===== src/rtl/psb_pkg.sv =====
package psb_pkg;
  // Position of the address/data choice inside the register select.
  localparam int SEL_KIND_BIT = 0;
  // Position of the bank choice inside the register select.
  localparam int SEL_BANK_BIT = 1;

  // Recovery time in synthesizer clocks owed after a write of the given kind.
  function automatic int unsigned gap_for(input logic is_data,
                                          input int unsigned gap_addr,
                                          input int unsigned gap_data);
    return is_data ? gap_data : gap_addr;
  endfunction

  function automatic int unsigned max_of(input int unsigned a, input int unsigned b);
    return (a > b) ? a : b;
  endfunction
endpackage


===== src/rtl/psb_portdec.sv =====
module psb_portdec #(
  parameter int AW        = 8,
  parameter int PORT_BASE = 4
) (
  input  logic [AW-1:0] addr,
  input  logic          wr,
  input  logic          rd,
  output logic          wr_hit,
  output logic          stat_hit,
  output logic [1:0]    sel
);
  import psb_pkg::*;
  localparam logic [AW-1:0] BASE = AW'(PORT_BASE);

  logic window;
  assign window   = (addr[AW-1:2] == BASE[AW-1:2]);
  assign sel      = addr[1:0];
  assign wr_hit   = wr & window;
  assign stat_hit = rd & window & ~addr[SEL_KIND_BIT];
endmodule


===== src/rtl/psb_fifo.sv =====
module psb_fifo #(
  parameter int W     = 10,
  parameter int DEPTH = 8
) (
  input  logic         clk,
  input  logic         rst,
  input  logic         push,
  input  logic         pop,
  input  logic [W-1:0] din,
  output logic [W-1:0] dout,
  output logic         full,
  output logic         empty
);
  localparam int PW   = (DEPTH > 1) ? $clog2(DEPTH) : 1;
  localparam int CNTW = $clog2(DEPTH + 1);

  logic [W-1:0]    mem [DEPTH];
  logic [PW-1:0]   wp, rp;
  logic [CNTW-1:0] cnt;
  logic            do_push, do_pop;

  assign full    = (cnt == CNTW'(DEPTH));
  assign empty   = (cnt == '0);
  assign do_push = push & ~full;
  assign do_pop  = pop & ~empty;
  assign dout    = mem[rp];

  function automatic logic [PW-1:0] bump(input logic [PW-1:0] p);
    return (p == PW'(DEPTH - 1)) ? '0 : p + 1'b1;
  endfunction

  always_ff @(posedge clk) begin
    if (do_push) mem[wp] <= din;
  end

  always_ff @(posedge clk) begin
    if (rst) begin
      wp  <= '0;
      rp  <= '0;
      cnt <= '0;
    end else begin
      if (do_push) wp <= bump(wp);
      if (do_pop)  rp <= bump(rp);
      case ({do_push, do_pop})
        2'b10:   cnt <= cnt + 1'b1;
        2'b01:   cnt <= cnt - 1'b1;
        default: cnt <= cnt;
      endcase
    end
  end
endmodule


===== src/rtl/psb_pacer.sv =====
module psb_pacer #(
  parameter int DW       = 8,
  parameter int GAP_ADDR = 17,
  parameter int GAP_DATA = 83
) (
  input  logic          clk,
  input  logic          rst,
  input  logic          ce,
  input  logic          avail,
  input  logic [1:0]    head_sel,
  input  logic [DW-1:0] head_data,
  output logic          issue,
  output logic          gap_zero,
  output logic          chip_wr,
  output logic [1:0]    chip_sel,
  output logic [DW-1:0] chip_data
);
  import psb_pkg::*;
  localparam int GMAX = max_of(GAP_ADDR, GAP_DATA);
  localparam int CW   = $clog2(GMAX + 1);

  logic [CW-1:0] gap_q;

  assign gap_zero = (gap_q == '0);
  assign issue    = ce & avail & gap_zero & ~chip_wr;

  always_ff @(posedge clk) begin
    if (rst) begin
      gap_q     <= '0;
      chip_wr   <= 1'b0;
      chip_sel  <= '0;
      chip_data <= '0;
    end else if (issue) begin
      gap_q     <= CW'(gap_for(head_sel[SEL_KIND_BIT], GAP_ADDR, GAP_DATA));
      chip_wr   <= 1'b1;
      chip_sel  <= head_sel;
      chip_data <= head_data;
    end else if (ce) begin
      chip_wr <= 1'b0;
      if (!gap_zero) gap_q <= gap_q - 1'b1;
    end
  end
endmodule


===== src/rtl/paced_synth_bridge.sv =====
module paced_synth_bridge #(
  parameter int AW         = 8,
  parameter int DW         = 8,
  parameter int PORT_BASE  = 4,
  parameter int FIFO_DEPTH = 8,
  parameter int GAP_ADDR   = 17,
  parameter int GAP_DATA   = 83
) (
  input  logic          clk,
  input  logic          rst,
  input  logic          chip_ce,
  input  logic [AW-1:0] io_addr,
  input  logic [DW-1:0] io_wdata,
  input  logic          io_wr,
  input  logic          io_rd,
  output logic [DW-1:0] io_rdata,
  output logic          io_wait,
  output logic [1:0]    chip_sel,
  output logic [DW-1:0] chip_data,
  output logic          chip_wr
);
  localparam int EW = DW + 2;

  logic          wr_hit, stat_hit;
  logic [1:0]    dec_sel;
  logic          fifo_full, fifo_empty;
  logic          push_evt, issue_evt, gap_zero, busy;
  logic [EW-1:0] head;

  psb_portdec #(.AW(AW), .PORT_BASE(PORT_BASE)) u_dec (
    .addr(io_addr), .wr(io_wr), .rd(io_rd),
    .wr_hit(wr_hit), .stat_hit(stat_hit), .sel(dec_sel)
  );

  assign push_evt = wr_hit & ~fifo_full;
  assign io_wait  = wr_hit & fifo_full;

  psb_fifo #(.W(EW), .DEPTH(FIFO_DEPTH)) u_fifo (
    .clk(clk), .rst(rst), .push(push_evt), .pop(issue_evt),
    .din({dec_sel, io_wdata}), .dout(head),
    .full(fifo_full), .empty(fifo_empty)
  );

  psb_pacer #(.DW(DW), .GAP_ADDR(GAP_ADDR), .GAP_DATA(GAP_DATA)) u_pace (
    .clk(clk), .rst(rst), .ce(chip_ce), .avail(~fifo_empty),
    .head_sel(head[EW-1 -: 2]), .head_data(head[DW-1:0]),
    .issue(issue_evt), .gap_zero(gap_zero),
    .chip_wr(chip_wr), .chip_sel(chip_sel), .chip_data(chip_data)
  );

  assign busy     = ~fifo_empty | ~gap_zero | chip_wr;
  assign io_rdata = stat_hit ? {busy, {(DW-1){1'b0}}} : '0;
endmodule


===== config.mk =====
export PLATFORM = sky130hd
export DESIGN_NAME = paced_synth_bridge
export DESIGN_NICKNAME = d
export VERILOG_FILES = /design/src/rtl/psb_pkg.sv /design/src/rtl/psb_portdec.sv /design/src/rtl/psb_fifo.sv /design/src/rtl/psb_pacer.sv /design/src/rtl/paced_synth_bridge.sv
export SDC_FILE = /design/constraint.sdc
export NUM_CORES = 1
export LEC_CHECK = 0
export ABC_AREA = 1
export CAP_MARGIN = 20
export CORE_ASPECT_RATIO = 0.5
export CORE_MARGIN = 10
export CORE_UTILIZATION = 56
export DETAILED_ROUTE_END_ITERATION = 12
export GPL_TIMING_DRIVEN = 0
export PLACE_DENSITY = 0.89
export SYNTH_ARGS = -nofsm -noshare
export SYNTH_HDL_FRONTEND = slang
export SYNTH_SLANG_ARGS = --single-unit

===== constraint.sdc =====
create_clock -name clk -period 2.7 [get_ports clk]
set_input_delay 0.54 -clock clk [delete_from_list [all_inputs] [get_ports clk]]
set_output_delay 0.54 -clock clk [all_outputs]
set_load 0.02 [all_outputs]

==> results of run 1 <==
-- cells in the mapped netlist (all sizes together) --
cell | n | share of area
o211ai | 2 | 0.0033
and3 | 1 | 0.0014
nand3 | 22 | 0.029
o31ai | 2 | 0.0033
nor2 | 65 | 0.062
o21a | 1 | 0.0016
o21ai | 50 | 0.054
xor2 | 5 | 0.0095
nor3b | 1 | 0.0027
conb | 1 | 0.00081
clkbuf | 9 | 0.0073
ha | 8 | 0.022
clkinv | 1 | 0.00081
buf | 12 | 0.019
inv | 26 | 0.021
xnor2 | 1 | 0.0019
o221ai | 18 | 0.034
nor3 | 11 | 0.012
dfxtp | 31 | 0.13
nand2 | 43 | 0.038
a21oi | 8 | 0.0087
nand4 | 2 | 0.0027
edfxtp | 80 | 0.52
a22o | 4 | 0.0076
-- repair_timing --
item                       4_1_cts  5_1_grt
hold buffers                     0        0
hold endpoints to repair         0        0
gates resized for setup          1        3
setup endpoints to repair        1       18
-- cell families after synthesis --
family,after synthesis,synth area share
fa+ha+maj,8,0.02175
compound gates,85,0.1131
flops,111,0.6569
simple gates,145,0.1479
xor+xnor,6,0.01142
buf+inv,48,0.04812
other cells,1,0.0008149
-- state kept, by name, indices dropped and copies added (netlist names), named ones only --
register and flops:
u_fifo.cnt 4, u_fifo.mem 80, u_fifo.rp 3, u_fifo.wp 3
u_pace.chip_data 8, u_pace.chip_sel 2, u_pace.chip_wr 1, u_pace.gap_q 7
-- where the power goes --
group / internal [mW] / total (mW) / switching (mW) / leakage (nW)
Combinational: 0.203 / 0.519 / 0.316 / 0.934
Sequential: 1.87 / 1.92 / 0.0435 / 0.970
Clock: 0.910 / 1.51 / 0.600 / 0.170
Total: 2.99 / 3.95 / 0.959 / 2.07
-- per-layer routing --
layer	wire, µm	vias up	track usage	share of wire
li1	-	1538	-	-
met1	4252	1592	0.2017	0.39
met2	5297	218	0.2947	0.48
met3	1111	42	0.05032	0.10
met4	330	0	0.07871	0.030
met5	0	-	0	0
-- tightest hold or removal path, stage by stage (launching register included) --
cell and delay (ns):
dfxtp_1 0.31, nand2_1 0.06, nand2_1 0.04
-- through the flow --
stage               power, mW  std cells  area (µm²)    util  TNS (ns)
CTS                     3.942        575        5502  0.6877         0
detailed placement      2.464        559        5160  0.6450    -8.797
finish                  3.946        575        5515  0.6894         0
floorplan               2.335        410        4624       -         0
global route            4.067        575        5515  0.6894         0
global placement        2.440        555        5095  0.6368    -44.72
-- path summary, 6_finish.rpt --
check             depth (start not counted)  slack, ns                               end
hold / removal                            2       0.45  u_pace.chip_data[2]$_SDFFE_PP0P_
hold reg to reg                           2       0.45  u_pace.chip_data[2]$_SDFFE_PP0P_
setup reg to reg                          6       0.47        u_fifo.mem[3][6]$_DFFE_PP_
setup / recovery                          8       0.14        u_fifo.mem[3][6]$_DFFE_PP_
-- cell type report --
cell class / instances / area (µm²) / area share
sequential: 111 / 3023 / 0.5481
multi-input combinational: 251 / 1421 / 0.2577
timing repair buffer: 37 / 366.6 / 0.06647
clock buffer: 9 / 225.2 / 0.04083
tap: 112 / 140.1 / 0.02541
buffer: 21 / 120.1 / 0.02178
clock inverter: 7 / 117.6 / 0.02132
inverter: 27 / 101.3 / 0.01838
==> flow_metrics.env, run 1 <==
export IMPL_run_status="finished, final reports clean"
export IMPL_routed_wl_mm=10.99
export IMPL_grt_pass1_wl_mm=17.07
export IMPL_worstSetupStartpointType="primary input"
export IMPL_tritoncts="built"
export IMPL_post_place_ws_ns=-0.2533
export IMPL_vias_per_cell=5.896
export IMPL_power_density_nw_per_um2=715.4
export IMPL_drv_cap=0
export IMPL_syn_to_final_growth_pct=19.85
export IMPL_cts_sinks=111
export IMPL_layout_common_cells="80 x edfxtp_1, 58 x nor2_1, 49 x o21ai_0"
export IMPL_gr_usage_all_layers=0.1741
export IMPL_synth_area_per_cell_um2=11.39
export IMPL_design_core_area_um2=8000
export IMPL_hold_viol=0
export IMPL_grt_max_degree=19
export IMPL_fp_dieH_um=84.10
export IMPL_syn_inst=404
export IMPL_final_layout_size_suffix_gt1_frac=0.1210
export IMPL_clock_root_buffer="clkbuf_16"
export IMPL_dieArea_um2=12460
export IMPL_tightest_slew_ns=1.110
export IMPL_yosys_warnings=0
export IMPL_layout_commonest_cell="edfxtp_1"
export IMPL_criticalPathCategory="primary input to register"
export IMPL_hold_slack_ns=0.4497
export IMPL_skew_ns=0.005178
export IMPL_vias=3390
export IMPL_max_vdd_ir_drop_mv=0.4522
export IMPL_cts_buffers=9
export IMPL_critical_path_buf_inv_count=2
export IMPL_dp_hpwl_mm=7.256
export IMPL_cp_max_fo=10
export IMPL_synth_cell_types=35
export IMPL_wl_per_cell_um=19.12
export IMPL_clockBufferDepth=2
export IMPL_remaining_drc_errors=0
export IMPL_min_path_type="register to register"
export IMPL_grt_pass1_vias=3312
export IMPL_r2r_start="u_fifo.cnt[0]$_SDFFE_PP0P_"
export IMPL_firstDrtPassIters=6
export IMPL_nets=487
export IMPL_drv_slew=0
export IMPL_ys_seq_elements=111
export IMPL_rows=23
export IMPL_setup_viol=0
export IMPL_slowest_delay_ns=0.74
export IMPL_worst_slack_ns=0.1430
export IMPL_cpMaxStageDelayCell="nor3_2"
export IMPL_htreeDepth=3
export IMPL_crit_chain="clkdlybuf4s50_1, nor2_1, nand2_1, nor2_2, nand3_2, nor2_1, inv_1, nor3_2"
export IMPL_slew_headroom=0.2563
export IMPL_gp_congestion=0.7877
export IMPL_io_buffer_count=33
export IMPL_drtIter0Drc=403
export IMPL_rsz0062_at_grt="false"
export IMPL_n_fill_cell=534
export IMPL_critPathTopFamily="simple AND/OR/NAND/NOR gates"
export IMPL_crit_start="io_addr[7]"
export IMPL_min_period_over_period=0.9470
export IMPL_clkSlewWorstSetupHoldPaths_ns=0.07
export IMPL_start_util=0.5752
export IMPL_cp_required_ns=2.68
export IMPL_overflow=0
export IMPL_ant_nets=0
export IMPL_seq_area_frac_synth=0.6569
export IMPL_antennaDiodeCount=0
export IMPL_ios=41
export IMPL_cp_data_arrival_time_ns=2.53
export IMPL_fmax_mhz=391.1
export IMPL_die_w_um=148.2
export IMPL_hold_start="u_pace.chip_data[2]$_SDFFE_PP0P_"
export IMPL_end_kind="register"
export IMPL_layout_min_cycle_time_ns=2.557
export IMPL_synth_area_um2=4602
export IMPL_antenna_found_initial=0
export IMPL_cpMostUsedCell="nor2_1"
export IMPL_post_cts_buffers=0
export IMPL_insertion_delay_ns=0.35
export IMPL_p_leak_nw=2.074
Power figures use the tool's default switching activity.
==> run 2: changes to the inputs <==
ABC_AREA = 0   (was 1)
HOLD_SLACK_MARGIN = 0.12   (was default)
SETUP_SLACK_MARGIN = 0.3   (was default)
==> run 2 against run 1 <==
  * The flow now finishes with violations (negative setup slack)
  * First-iteration DRC count decreased by 6.0%
  * Clock skew increased by 0.0047 ns
  * Final area increased by 14%
  * Sequential share of layout area decreased by 6.6 points
  * Fmax decreased by 19%
  * Clock-buffer cell count unchanged
  * Via count decreased by 3.1%
  * Critical endpoint is now u_fifo.cnt[2]$_SDFFE_PP0P_
  * Utilization increased by 9.8 points
  * Worst hold slack improved by 0.019 ns
  * Worst setup slack got worse by 0.60 ns
==> flow_metrics.env, run 2 <==
export IMPL_run_status="finished, violations left"
export IMPL_violations="negative setup slack"
export IMPL_regMostFlops="u_fifo.mem"
export IMPL_syn_inst=305
export IMPL_slew_headroom=0.3494
export IMPL_synth_area_per_cell_um2=15.01
export IMPL_skew_ns=0.009924
export IMPL_min_path_type="register to register"
export IMPL_reg_top3="u_fifo.mem: 80 flops, u_pace.chip_data: 8 flops, u_pace.gap_q: 7 flops"
export IMPL_drtIter0Drc=379
export IMPL_final_layout_size_suffix_gt1_frac=0.3778
export IMPL_grt_pass1_wl_mm=17.06
export IMPL_routed_wl_mm=13.33
export IMPL_largest_reg_flops=80
export IMPL_synth_edf_count=80
export IMPL_cts_buffers=9
export IMPL_worstSetupStartpointType="register"
export IMPL_clockBufferDepth=2
export IMPL_nets=429
export IMPL_die_w_um=147.9
export IMPL_fin_setup_tns_ns=-6.036
export IMPL_r2r_start="u_pace.gap_q[1]$_SDFFE_PP0P_"
export IMPL_tritoncts="built"
export IMPL_end_kind="register"
export IMPL_insertion_delay_ns=0.36
export IMPL_whs_path_depth=2
export IMPL_worst_slack_ns=-0.4562
export IMPL_fp_dieH_um=83.95
export IMPL_tightest_slew_ns=0.9733
export IMPL_p_leak_nw=2.181
export IMPL_ios=41
export IMPL_drv_slew=0
export IMPL_ant_nets=0
export IMPL_yosys_top_cells_count="80 x edfxtp_1, 31 x dfxtp_1, 25 x nor2_1, 19 x mux4_2, 15 x nand2_1"
export IMPL_grt_pass1_vias=2992
export IMPL_ys_top_cells_by_area="edfxtp_1 52%, dfxtp_1 14%, mux4_2 9.3%"
export IMPL_synth_area_um2=4579
export IMPL_numPlacedInstances=460
export IMPL_crit_start="u_pace.gap_q[1]$_SDFFE_PP0P_"
export IMPL_min_period_over_period=1.169
export IMPL_antenna_found_initial=0
export IMPL_remaining_drc_errors=0
export IMPL_power_total_mw=4.164
export IMPL_cp_max_fo=4
export IMPL_firstDrtPassIters=5
export IMPL_cp_data_arrival_time_ns=3.45
export IMPL_htreeDepth=3
export IMPL_ys_flop_type="edfxtp_1"
export IMPL_start_util=0.5745
export IMPL_criticalPathCategory="register to register"
export IMPL_grt_max_degree=20
export IMPL_yosys_warnings=0
export IMPL_setup_viol=19
export IMPL_hold_viol=0
export IMPL_layout_commonest_cell="edfxtp_1"
export IMPL_vias=3285
export IMPL_vias_per_cell=6.354
export IMPL_design_core_area_um2=7971
export IMPL_layout_common_cells="80 x edfxtp_1, 35 x buf_4, 29 x clkdlybuf4s50_1"
export IMPL_antennaDiodeCount=0
export IMPL_gp_congestion=0.7196
export IMPL_yosysTopAreaCellShare=0.5246
export IMPL_rr_endpoint="u_fifo.cnt[2]$_SDFFE_PP0P_"
export IMPL_max_vdd_ir_drop_mv=0.3889
export IMPL_clock_root_buffer="clkbuf_16"
export IMPL_cts_sinks=111
export IMPL_syn_to_final_growth_pct=37.02
export IMPL_overflow=0
export IMPL_synth_cell_types=50
export IMPL_ff2ff_path_depth=17
export IMPL_layout_min_cycle_time_ns=3.156
export IMPL_hold_slack_ns=0.4688
export IMPL_synthArstFlopShare=0
export IMPL_dp_hpwl_mm=6.786
export IMPL_synth_most_common_cell="edfxtp_1"
export IMPL_cp_required_ns=2.99
export IMPL_io_buffer_count=33
export IMPL_stdcell_count=517
export IMPL_wl_per_cell_um=25.78
export IMPL_power_density_nw_per_um2=663.7
export IMPL_rsz0062_at_grt="true"
export IMPL_seq_area_frac_synth=0.6601
export IMPL_synth_largest_area_cell="edfxtp_1"
export IMPL_dieArea_um2=12410
export IMPL_clkSlewWorstSetupHoldPaths_ns=0.08
export IMPL_fmax_mhz=316.8
export IMPL_crit_path_end="u_fifo.cnt[2]$_SDFFE_PP0P_"
export IMPL_r2r_slack_ns=-0.46
export IMPL_drv_cap=0
export IMPL_rows=23
export IMPL_ys_seq_elements=111
export IMPL_cts_hold_buf=0
export IMPL_final_util=0.7872
export IMPL_gr_usage_all_layers=0.1779
run 2: changes by cell type after synthesis, sizes merged, moves of 6 or more:
cell,delta
o21ai,-48
nor2,-40
nand2,-28
inv,-21
nand3,-20
mux4,+19
o221ai,-18
mux2i,+14
a211oi,+10
a21oi,+6
buf,+6
run 2: repair_timing:
item,CTS,global route
endpoints found under the setup margin,95,103
pin swaps,11,25
gates cloned,0,1
buffers inserted,17,23
gates resized for setup,31,55
run 2: cell type report:
cell class / count / area (µm²)
repair buffers: 78 / 827.0
clock inverters: 7 / 126.4
clock buffers: 9 / 225.2
well taps: 112 / 140.1
fillers: 370 / 1697
multi-input cells: 169 / 1694
plain buffers: 26 / 211.5
flip-flops and latches: 111 / 3027
inverters: 5 / 23.77
run 2: critical path, cell delays in order, from the launching register on:
cell      delay, ns
dfxtp_2        0.34
inv_2          0.08
ha_4           0.12
or4b_4         0.45
or2_0          0.22
buf_4          0.14
or2_1          0.24
buf_6          0.13
clkinv_4       0.05
buf_8          0.09
buf_12         0.09
ha_4           0.15
xor2_2         0.08
ha_4           0.16
nand2b_4       0.13
a311o_1        0.29
a31o_1         0.22
a21oi_2        0.10
run 2: power breakdown:
part / switching [mW] / internal [mW]
Combinational: 0.343 / 0.318
Clock: 0.654 / 0.921
Sequential: 0.0579 / 1.87
run 2: metrics by stage:
step,setup WS [ns],cell area (µm²)
floorplan,-0.3506,4674
finish,-0.4562,6275
detailed placement,-0.9844,5214
global placement,-1.754,5145
global route,-0.5340,6275
CTS,-0.4462,5822
run 2: per-layer routing:
metal / up-vias / GRT usage / wire (µm)
met3: 42 / 0.06115 / 1196
met5: - / 0 / 0
met4: 0 / 0.07156 / 390
met1: 1675 / 0.2067 / 5268
met2: 220 / 0.2968 / 6473
li1: 1348 / - / -
run 2: cell families (layout without fill, tap and decap cells):
| group | count (synthesis) | in the layout | share of synthesized area |
|---|---|---|---|
| simple gates | 78 | 78 | 0.08744 |
| buf+inv | 31 | 125 | 0.03825 |
| fa+ha+maj | 8 | 8 | 0.02186 |
| flops | 111 | 111 | 0.6601 |
| mux | 34 | 34 | 0.1265 |
| compound gates | 37 | 37 | 0.05547 |
| other cells | 1 | 7 | 0.0008189 |
| xor+xnor | 5 | 5 | 0.009565 |
run 2: worst min path at each step:
stage,start,endpoint
6_report,u_pace.chip_sel[0]$_SDFFE_PP0P_,u_pace.chip_sel[0]$_SDFFE_PP0P_
5_1_grt,u_pace.chip_sel[0]$_SDFFE_PP0P_,u_pace.chip_sel[0]$_SDFFE_PP0P_
4_1_cts,u_pace.chip_sel[0]$_SDFFE_PP0P_,u_pace.chip_sel[0]$_SDFFE_PP0P_
3_5_place_dp,u_pace.chip_sel[0]$_SDFFE_PP0P_,u_pace.chip_sel[0]$_SDFFE_PP0P_
3_3_place_gp,u_pace.chip_sel[0]$_SDFFE_PP0P_,u_pace.chip_sel[0]$_SDFFE_PP0P_
2_1_floorplan,u_fifo.rp[1]$_SDFFE_PP0P_,register
==> run 3: changes to the inputs <==
CAP_MARGIN = default   (was 20)
==> run 3 against run 2 <==
  * Sequential share of layout area down 0.24 points
  * Routed wire length up 6.5%
  * Largest power group unchanged
  * The run still ends with negative setup slack left
  * Fmax down 2.4%
==> flow_metrics.env, run 3 (synthesized netlist as in run 2, its figures left out) <==
export IMPL_run_status="finished, violations left"
export IMPL_violations="negative setup slack"
export IMPL_clkSlewWorstSetupHoldPaths_ns=0.08
export IMPL_clockBufferDepth=2
export IMPL_worstSetupStartpointType="register"
export IMPL_routed_wl_mm=14.19
export IMPL_criticalPathCategory="register to register"
export IMPL_p_leak_nw=2.202
export IMPL_wl_per_cell_um=27.09
export IMPL_gr_usage_all_layers=0.1803
export IMPL_layout_min_cycle_time_ns=3.233
export IMPL_drtIter0Drc=407
export IMPL_rsz0062_at_grt="true"
export IMPL_start_util=0.5745
export IMPL_regMostFlops="u_fifo.mem"
export IMPL_hold_slack_ns=0.4849
export IMPL_io_buffer_count=33
export IMPL_min_path_type="register to register"
export IMPL_hold_viol=0
export IMPL_worst_slack_ns=-0.5333
export IMPL_syn_to_final_growth_pct=37.70
export IMPL_dp_hpwl_mm=6.761
export IMPL_grt_pass1_wl_mm=17.38
export IMPL_ant_nets=0
export IMPL_ios=41
export IMPL_design_core_area_um2=7971
export IMPL_rows=23
export IMPL_remaining_drc_errors=0
export IMPL_vias_per_cell=6.261
export IMPL_fin_setup_tns_ns=-6.377
export IMPL_antenna_found_initial=0
export IMPL_fmax_mhz=309.3
export IMPL_cts_sinks=111
export IMPL_n_fill_cell=370
export IMPL_cp_max_fo=4
export IMPL_gp_congestion=0.7196
export IMPL_drv_slew=0
export IMPL_firstDrtPassIters=4
export IMPL_min_period_over_period=1.198
export IMPL_setup_viol=18
export IMPL_dieArea_um2=12410
export IMPL_cp_data_arrival_time_ns=3.52
export IMPL_fp_dieH_um=83.95
export IMPL_reg_top3="u_fifo.mem: 80 flops, u_pace.chip_data: 8 flops, u_pace.gap_q: 7 flops"
export IMPL_vias=3281
export IMPL_nets=436
export IMPL_layout_common_cells="80 x edfxtp_1, 38 x buf_4, 28 x dfxtp_1"
export IMPL_clock_root_buffer="clkbuf_16"
export IMPL_grt_pass1_vias=3071
export IMPL_largest_reg_flops=80
export IMPL_skew_ns=0.009229
export IMPL_insertion_delay_ns=0.35
export IMPL_die_w_um=147.9
export IMPL_drv_cap=0
export IMPL_end_kind="register"
export IMPL_power_density_nw_per_um2=644.6
export IMPL_overflow=0
export IMPL_htreeDepth=3
export IMPL_final_layout_size_suffix_gt1_frac=0.3738
export IMPL_cts_hold_buf=0
export IMPL_slew_headroom=0.4208
export IMPL_antennaDiodeCount=0
export IMPL_max_vdd_ir_drop_mv=0.5513
export IMPL_layout_commonest_cell="edfxtp_1"
export IMPL_grt_max_degree=20
export IMPL_cp_required_ns=2.98
export IMPL_tritoncts="built"
export IMPL_tightest_slew_ns=0.8469
export IMPL_cts_buffers=9
run 3: cell types whose count changed in the layout (fill, tap and decap cells not counted), moves of 2 or more:
cell	before	now
buf_4	35	38
buf_6	15	18
a211oi_1	2	5
nor2_4	4	2
a211oi_2	8	5
nor2_1	19	21
clkdlybuf4s50_1	29	27
buf_12	9	6
dlymetal6s2s_1	2	4
buf_8	3	5
run 3: layout make-up:
type                            count  area (µm²)  area share
Sequential cell                   111        3027      0.4800
Multi-Input combinational cell    169        1679      0.2663
Timing Repair Buffer               85       888.4      0.1409
Clock buffer                        9       225.2     0.03571
Buffer                             26       211.5     0.03353
Tap cell                          112       140.1     0.02222
Clock inverter                      7       106.4     0.01687
Inverter                            5       28.78    0.004563
run 3: report_power, final:
part           switching [mW]  internal, mW  leakage, nW  total (mW)
combinational           0.352         0.323         1.07       0.675
clock                   0.639         0.827        0.159        1.47
sequential             0.0540          1.87        0.971        1.92
run 3: worst paths after layout:
| path | startpoint | endpoint | slack (ns) | depth (start not counted) |
|---|---|---|---|---|
| worst max-delay path | u_pace.gap_q[1]$_SDFFE_PP0P_ | u_fifo.cnt[2]$_SDFFE_PP0P_ | -0.53 | 17 |
| worst min-delay path | u_pace.chip_sel[0]$_SDFFE_PP0P_ | u_pace.chip_sel[0]$_SDFFE_PP0P_ | 0.48 | 2 |
| worst max register to register | u_pace.gap_q[1]$_SDFFE_PP0P_ | u_fifo.cnt[2]$_SDFFE_PP0P_ | -0.53 | 17 |
| worst min register to register | u_pace.chip_sel[0]$_SDFFE_PP0P_ | u_pace.chip_sel[0]$_SDFFE_PP0P_ | 0.48 | 2 |
run 3: repair_timing:
| item | in CTS | in global routing |
|---|---|---|
| setup buffers | 16 | 29 |
| setup endpoints to repair | 95 | 102 |
| cloned | 0 | 3 |
| hold endpoints to repair | 0 | 0 |
| resized for setup | 28 | 66 |
| pin swaps | 11 | 26 |
run 3: per-stage QoR:
step	instances	utilization	area, µm²	worst slack (ns)	total power [mW]
floorplan	311	-	4674	-0.3506	2.242
global placement	456	0.6454	5145	-1.754	2.327
detailed placement	460	0.6541	5214	-0.9863	2.373
CTS	492	0.7252	5781	-0.4454	3.913
global route	524	0.7911	6306	-0.5717	4.175
finish	524	0.7911	6306	-0.5333	4.065
run 3: critical path, cell delays in order (launching register included):
cell and delay [ns]:
dfxtp_2 0.33, inv_2 0.08, ha_4 0.13, or4b_4 0.45
or2_0 0.22, buf_4 0.14, or2_1 0.25, buf_6 0.14
clkinv_4 0.05, buf_8 0.10, buf_12 0.10, ha_4 0.14
xor2_1 0.08, ha_2 0.18, nand2b_4 0.13, a311o_1 0.30
a31o_1 0.24, a21oi_2 0.12
run 3: metal layers:
metal,part of all wire,wire [µm],GRT usage,vias to the layer above
met3,0.092,1309,0.05087,43
li1,-,-,-,1360
met4,0.029,408,0.07066,0
met5,0,0,0,-
met2,0.49,6987,0.3037,227
met1,0.39,5488,0.2145,1651
